$ cat src/rtl/step_seq_pkg.sv
package step_seq_pkg;
  localparam int unsigned NUM_WIND = 2;
  localparam int unsigned POS_W    = 3;

  typedef logic [POS_W-1:0] pos_t;

  // drive strength, ordered weakest to strongest
  typedef enum logic [1:0] {
    LVL_OFF   = 2'd0,
    LVL_THIRD = 2'd1,
    LVL_TWO3  = 2'd2,
    LVL_FULL  = 2'd3
  } lvl_e;

  // {i1,i0} pin code is the inverse of the strength
  function automatic logic [1:0] lvl_code(lvl_e l);
    return ~l;
  endfunction
endpackage

$ cat src/rtl/step_idx_ctr.sv
module step_idx_ctr
  import step_seq_pkg::*;
(
  input  logic clk_i,
  input  logic rst_ni,
  input  logic step_i,
  input  logic dir_i,
  input  logic half_i,
  output pos_t pos_o
);
  pos_t pos_q, delta, pos_d;

  always_comb begin
    // full step from even snaps to neighbouring odd
    if (half_i || !pos_q[0]) delta = pos_t'(1);
    else                     delta = pos_t'(2);
    pos_d = dir_i ? pos_q + delta : pos_q - delta;
  end

  always_ff @(posedge clk_i or negedge rst_ni) begin
    if (!rst_ni)     pos_q <= '0;
    else if (step_i) pos_q <= pos_d;
  end

  assign pos_o = pos_q;
endmodule

$ cat src/rtl/step_idle_mon.sv
module step_idle_mon #(
  parameter int unsigned HOLD_CYCLES = 1000,
  parameter int unsigned BOOST_STEPS = 4
) (
  input  logic clk_i,
  input  logic rst_ni,
  input  logic step_i,
  output logic en_o,
  output logic hold_o,
  output logic boost_o
);
  localparam int unsigned IW = $clog2(HOLD_CYCLES + 1);
  localparam int unsigned BW = $clog2(BOOST_STEPS + 2);

  logic          en_q, hold_q;
  logic [IW-1:0] idle_q;
  logic [BW-1:0] boost_q;

  always_ff @(posedge clk_i or negedge rst_ni) begin
    if (!rst_ni) begin
      en_q    <= 1'b0;
      hold_q  <= 1'b0;
      idle_q  <= '0;
      boost_q <= '0;
    end else if (step_i) begin
      en_q   <= 1'b1;
      hold_q <= 1'b0;
      idle_q <= '0;
      if (!en_q || hold_q)    boost_q <= BW'(BOOST_STEPS);
      else if (boost_q != '0) boost_q <= boost_q - BW'(1);
    end else if (en_q && !hold_q) begin
      if (idle_q == IW'(HOLD_CYCLES - 1)) begin
        hold_q  <= 1'b1;
        boost_q <= '0;
      end else begin
        idle_q <= idle_q + IW'(1);
      end
    end
  end

  assign en_o    = en_q;
  assign hold_o  = hold_q;
  assign boost_o = (boost_q != '0);
endmodule

$ cat src/rtl/step_lvl_dec.sv
module step_lvl_dec
  import step_seq_pkg::*;
#(
  parameter int unsigned W_IDX = 0
) (
  input  pos_t pos_i,
  input  logic half_i,
  input  logic en_i,
  input  logic hold_i,
  input  logic boost_i,
  output logic ph_o,
  output logic i0_o,
  output logic i1_o
);
  // each winding lags the previous by a quarter cycle
  localparam pos_t OFFS = pos_t'(2 * W_IDX);

  pos_t       rel;
  logic       zero, pos_sgn;
  lvl_e       lvl;
  logic [1:0] code;

  always_comb begin
    rel     = pos_i - OFFS;
    zero    = (rel == pos_t'(2)) || (rel == pos_t'(6));
    pos_sgn = (rel == pos_t'(7)) || (rel == pos_t'(0)) || (rel == pos_t'(1));
    if (!en_i || zero)            lvl = LVL_OFF;
    else if (hold_i)              lvl = LVL_THIRD;
    else if (boost_i)             lvl = LVL_FULL;
    else if (half_i && pos_i[0])  lvl = LVL_TWO3;
    else                          lvl = LVL_FULL;
    code = lvl_code(lvl);
  end

  assign ph_o = en_i & pos_sgn;
  assign i1_o = code[1];
  assign i0_o = code[0];
endmodule

$ cat src/rtl/step_seq_gen.sv
module step_seq_gen
  import step_seq_pkg::*;
#(
  parameter int unsigned HOLD_CYCLES = 1000,
  parameter int unsigned BOOST_STEPS = 4
) (
  input  logic                clk_i,
  input  logic                rst_ni,
  input  logic                step_i,
  input  logic                dir_i,
  input  logic                half_i,
  output logic [NUM_WIND-1:0] ph_o,
  output logic [NUM_WIND-1:0] i0_o,
  output logic [NUM_WIND-1:0] i1_o
);
  pos_t pos;
  logic en, hold, boost;

  step_idx_ctr u_idx (
    .clk_i  (clk_i),
    .rst_ni (rst_ni),
    .step_i (step_i),
    .dir_i  (dir_i),
    .half_i (half_i),
    .pos_o  (pos)
  );

  step_idle_mon #(
    .HOLD_CYCLES (HOLD_CYCLES),
    .BOOST_STEPS (BOOST_STEPS)
  ) u_idle (
    .clk_i   (clk_i),
    .rst_ni  (rst_ni),
    .step_i  (step_i),
    .en_o    (en),
    .hold_o  (hold),
    .boost_o (boost)
  );

  for (genvar w = 0; w < NUM_WIND; w++) begin : g_wind
    step_lvl_dec #(.W_IDX(w)) u_dec (
      .pos_i   (pos),
      .half_i  (half_i),
      .en_i    (en),
      .hold_i  (hold),
      .boost_i (boost),
      .ph_o    (ph_o[w]),
      .i0_o    (i0_o[w]),
      .i1_o    (i1_o[w])
    );
  end
endmodule

$ cat config.mk
export PLATFORM = sky130hd
export DESIGN_NAME = step_seq_gen
export DESIGN_NICKNAME = d
export VERILOG_FILES = /design/src/rtl/step_seq_pkg.sv /design/src/rtl/step_idx_ctr.sv /design/src/rtl/step_idle_mon.sv /design/src/rtl/step_lvl_dec.sv /design/src/rtl/step_seq_gen.sv
export SDC_FILE = /design/constraint.sdc
export NUM_CORES = 1
export LEC_CHECK = 0
export BUFFER_PORTS_ARGS = -buffer_cell sky130_fd_sc_hd__buf_4
export CAP_MARGIN = 10
export CORE_MARGIN = 1.5
export CORE_UTILIZATION = 40
export DETAILED_ROUTE_END_ITERATION = 8
export GPL_TIMING_DRIVEN = 0
export PLACE_DENSITY_LB_ADDON = 0.12
export SLEW_MARGIN = 10
export SYNTH_ARGS = -nofsm -noshare
export SYNTH_HDL_FRONTEND = slang
export SYNTH_HIERARCHICAL = 1
export SYNTH_SLANG_ARGS = --single-unit
$ cat constraint.sdc
create_clock -name clk_i -period 2.8 [get_ports clk_i]
set_input_delay 0.28 -clock clk_i [delete_from_list [all_inputs] [get_ports clk_i]]
set_output_delay 0.28 -clock clk_i [all_outputs]
set_load 0.005 [all_outputs]
# Yosys cells after proc, flatten, opt, wreduce, memory -nomap -nowiden
# Index checks and enable logic that the tools add are counted.
# word_totals
ff_bits,18
input_bits,5
output_inout_bits,6
# classes
n_addsub,5
n_eq_ne,11
mux,18
bitwise,4
n_reduce_logical,23
# op_table
cell,n
$mux W10,3
$mux W3,6
$eq A3 B3 Y1 const B,4
$add A10 B1 Y10 const B,1
$eq A10 B10 Y1 const B,1
$logic_or A1 B1 Y1,10
$mux W2,5
$eq A3 B1 Y1 const B,2
$eq A3 B2 Y1 const B,2
$logic_not A3 Y1,2
$mux W1,4
$not A2 Y2,2
$reduce_and A2 Y1,2
$reduce_bool A2 Y1,2
$add A3 B2 Y3,1
$logic_not A1 Y1,3
$ne A3 B1 Y1 const B,1
$reduce_and A3 Y1,1
$reduce_bool A3 Y1,1
$sub A3 B1 Y3 const B,1
$sub A3 B2 Y3,1
$sub A3 B2 Y3 const B,1
$and A1 B1 Y1,2
$logic_and A1 B1 Y1,2
$ne A2 B2 Y1 const B,1

# Depth between registers and ports, before layout
# depth
word_depth,6
mapped_depth,6
ltp_nobuf,6

# By module
# Netlist, hierarchy kept.
# modules_own_cells
mod,instances,cells_per_inst,area_per_inst_um2,seq_area_each_um2
step_idle_mon,1,91,883.3,375.4
step_idx_ctr,1,13,151.4,75.1
step_lvl_dec at g_wind[0].u_dec,1,7,43.8,0.0
step_lvl_dec at g_wind[1].u_dec,1,5,31.3,0.0

# Worst setup path after synthesis
# No wires, ideal clock.
# synth_timing
kind,register -> output
startpoint,register u_idle.boost_q[0]
endpoint,output port i0_o[0]
arrival_ps,1213
slack_ps,1307
stages_incl_launch_ff,6
n_path_buf,0
path_cell_list,dfrtp_1 > inv_1 > ha_1 > nor2b_1 > inv_1 > o311ai_1
# synth_via
elab_chain_cells,5
# synth_rtl
element,line,source
"start, declared",step_idle_mon.sv:17,logic [BW-1:0] boost_q;
"start signal, assigned",step_idle_mon.sv:29,if (!en_q || hold_q) boost_q <= BW'(BOOST_STEPS);
"start signal, assigned",step_idle_mon.sv:30,else if (boost_q != '0) boost_q <= boost_q - BW'(1);
$reduce_bool A3 Y1,step_idle_mon.sv:43,assign boost_o = (boost_q != '0);
via boost,step_seq_gen.sv:17,"logic en, hold, boost;"
$mux W2,step_lvl_dec.sv:29,else if (boost_i) lvl = LVL_FULL;
$mux W2,step_lvl_dec.sv:28,else if (hold_i) lvl = LVL_THIRD;
$mux W2,step_lvl_dec.sv:27,if (!en_i || zero) lvl = LVL_OFF;
$not A2 Y2,step_seq_pkg.sv:17,return ~l;
"end, declared",step_seq_gen.sv:13,"output logic [NUM_WIND-1:0] i0_o,"
# The timed path passes the listed nets, and every way through them passes these cells.

# Worst setup path in the final report
# Same ends and word-level chain as after synthesis.

==> summary.txt <==
proportion of netlist area held by the largest area contributor - 40.6%
Initial Util - 43.6%
routed vias - 920
vias in the first global route - 841
area leader, netlist - dfrtp_1
CP Capture Type - primary output
DR iter-0 viols - 25
Hold Path Class - in2reg
synth top area cells - dfrtp_1, a21oi_1, ha_1
Core Rows - 18
TritonCTS clock tree - yes
largest family of logic cells by synthesized area - simple AND/OR/NAND/NOR gates
post-synthesis cell area - 1110 µm²
crit-path cells - inv_1 -> ha_1 -> nor2b_1 -> inv_1 -> o311ai_1 -> buf_4
Main synth FF type - dfrtp_1
final setup fails - 0
port bufs - 10
RSZ-0062 raised after global routing - no
drc violations - 0
critical path data required time - 2.52 ns
Routed WL - 2290 µm
GRT Total Usage - 16.0%
placed insts - 156
Layout Cells excl Fill - 161
H-tree levels - 1
core box area - 2540 µm²
post-synthesis sequential area ratio - 40.6%
Mapped Nets - 125
later-pin clock latency in the skew report - 0.29 ns
Hold Path Sink - u_idx/pos_o[0]$_DFFE_PN0P_
dpl hpwl - 1650 µm
CP max stage delay - 0.37 ns
Final Cell Area - 1270 µm²
clk_skew - 0.00965 ns
reg2reg end - u_idle/boost_q[2]$_DFFE_PN0P_
worst relative slew slack - 65.1%
die area - 3100 µm²
CP max stage cell - dfrtp_1
post_cts resized - 0
RR Startpoint - u_idle/en_o$_DFFE_PN0P_
PwrDens - 685 nW/µm²
vias per cell - 5.71
syn avg cell area - 9.57 µm²
share of cells above drive strength 1 - 16.8%
peak supply drop - 0.566 mV
Worst-Margin Slew - 0.519 ns
Max FO, Critical Path - 4
layout net count - 141
final hold viol count - 0
Async SR Flop Fraction - 100%
setup TNS - 0 ns
WL per Instance - 14.2 µm
Chip Width - 55.7 µm
xor/xnor share of the synthesized area - 2.37%
Die Y-Extent - 55.7 µm
initial antenna violation count - 0
post-synthesis mux area share - 2.03%
routability-driven placement congestion ratio - 0.775
EDFF count, synth - 0
simple-gate share of the synthesized area - 29.2%
cts bufs inserted - 3
io pins - 11
first-pass GRT wire length - 3970 µm
clock slew at reported path FFs - 0.11 ns
number of synthesized register bits - 18
WP buf/inv - 3
period utilisation layout - 74.9%
max cap viols - 0
Worst Setup Path Type - reg2out
yosys warns - 6
fmax - 0.477 GHz
adder-cell share of the synthesized area - 5.19%
antenna cell count - 0
largest net degree at the start of global routing - 19
global route overflow - 0
commonest cells in the netlist - dfrtp_1, a21oi_1, nor2_1
cell mode on critical path - inv_1
status - finished, final reports clean
Compound-Gate Fraction of Synth Area - 17.9%
Synth Instances - 116
clock net sink count - 18
most frequent cell after synthesis - dfrtp_1
startpoint types - register
Hold Path Depth - 2
Leakage - 0.520 nW
post-CTS setup buffers - 0
CTS root buffer - clkbuf_4
largest delay contributor family on the critical path - buffers and inverters
detailed-router iteration count before antenna repair - 4
max-slew violation count - 0
reg-to-reg slack, setup - 1.09 ns
fin crit period - 2.10 ns
Placed Area - 1220 µm²
r2r worst-path depth - 3
synth-to-layout area growth - 14.3%
Synth cell types - 42
hold path start - step_i
clock tree buffer depth - 2
post-route ant nets - 0
Worst Path Arrival - 1.82 ns
## layout by cell type, fill, tap and decap left out, types with 2 or more instances in the layout
cell type and n:
nand4_1 2, ha_1 3, a22oi_1 2, nand3_1 5, or4_1 4, or3_1 2
nand3b_1 2, inv_1 6, clkbuf_1 2, xnor2_1 3, nand2_1 5, mux2_2 2
nor4_1 2, nor2_1 7, nand2b_1 4, buf_4 10, clkbuf_4 3, o32ai_1 2
nor2b_1 5, o31ai_1 5, o21ai_0 6, dfrtp_1 18, a21oi_1 8
## cells by family after synthesis
group	Yosys count
muxes	2
buffers and inverters	8
AOI/OAI and AO/OA	30
adders and majority gates	4
and+or+nand+nor	51
xor gates and xnor gates	3
DFF	18
## how the worst max path moves through the flow
stage,to,from,slack [ns],cells after the start
after floorplan,i0_o[0],u_idle/boost_q[0]$_DFFE_PN0P_,1.31,5
after global placement,i0_o[0],u_idle/boost_q[0]$_DFFE_PN0P_,1.04,6
after detailed placement,i0_o[0],u_idle/boost_q[0]$_DFFE_PN0P_,0.98,6
after CTS,i0_o[0],u_idle/boost_q[0]$_DFFE_PN0P_,0.65,6
after global routing,i0_o[0],u_idle/boost_q[0]$_DFFE_PN0P_,0.51,6
final,i0_o[0],u_idle/boost_q[0]$_DFFE_PN0P_,0.70,6
## repair_timing
| action | 4_1_cts | 5_1_grt |
|---|---|---|
| endpoints found under the hold margin | 18 | 0 |
| hold buffers | 1 | 0 |
| setup endpoints to repair | 0 | 0 |
## power by group
group          internal (W)  switching (W)
combinational      0.000190       0.000154
clock             0.0000792      0.0000796
sequential         0.000312      0.0000531
## through the flow
stage | worst slack (ns) | util (%) | total power (W) | hold WS, ns
floorplan | 1.31 | - | 0.000601 | -0.0156
global placement | 1.04 | 48.0 | 0.000703 | 0.168
detailed placement | 0.983 | 48.0 | 0.000716 | 0.167
CTS | 0.648 | 49.9 | 0.000881 | 0.185
global route | 0.513 | 49.9 | 0.000949 | 0.176
finish | 0.703 | 49.9 | 0.000869 | 0.190
## routing by layer
| layer | up-vias | global-route usage [%] | share of wire, % | wire (µm) |
|---|---|---|---|---|
| li1 | 473 | - | - | - |
| met1 | 429 | 23.2 | 53 | 1220 |
| met2 | 16 | 23.0 | 42 | 968 |
| met3 | 2 | 5.81 | 3.9 | 90 |
| met4 | 0 | 2.79 | 0.44 | 10 |
| met5 | - | 0 | 0 | 0 |
## layout make-up
class / instances / area, µm²
plain buffers: 2 / 7.51
flip-flops and latches: 18 / 450
fillers: 237 / 1280
repair buffers: 11 / 85.1
multi-input cells: 90 / 629
inverters: 6 / 22.5
clock buffers: 4 / 36.3
well taps: 30 / 37.5
## sequential cells by signal, summed over array words and instances (netlist names)
name and cells:
u_idle/idle_q 10, u_idle/boost_q 3, u_idx/pos_o 3, u_idle/en_o 1
u_idle/hold_o 1
(Power assumes the default switching activity.)
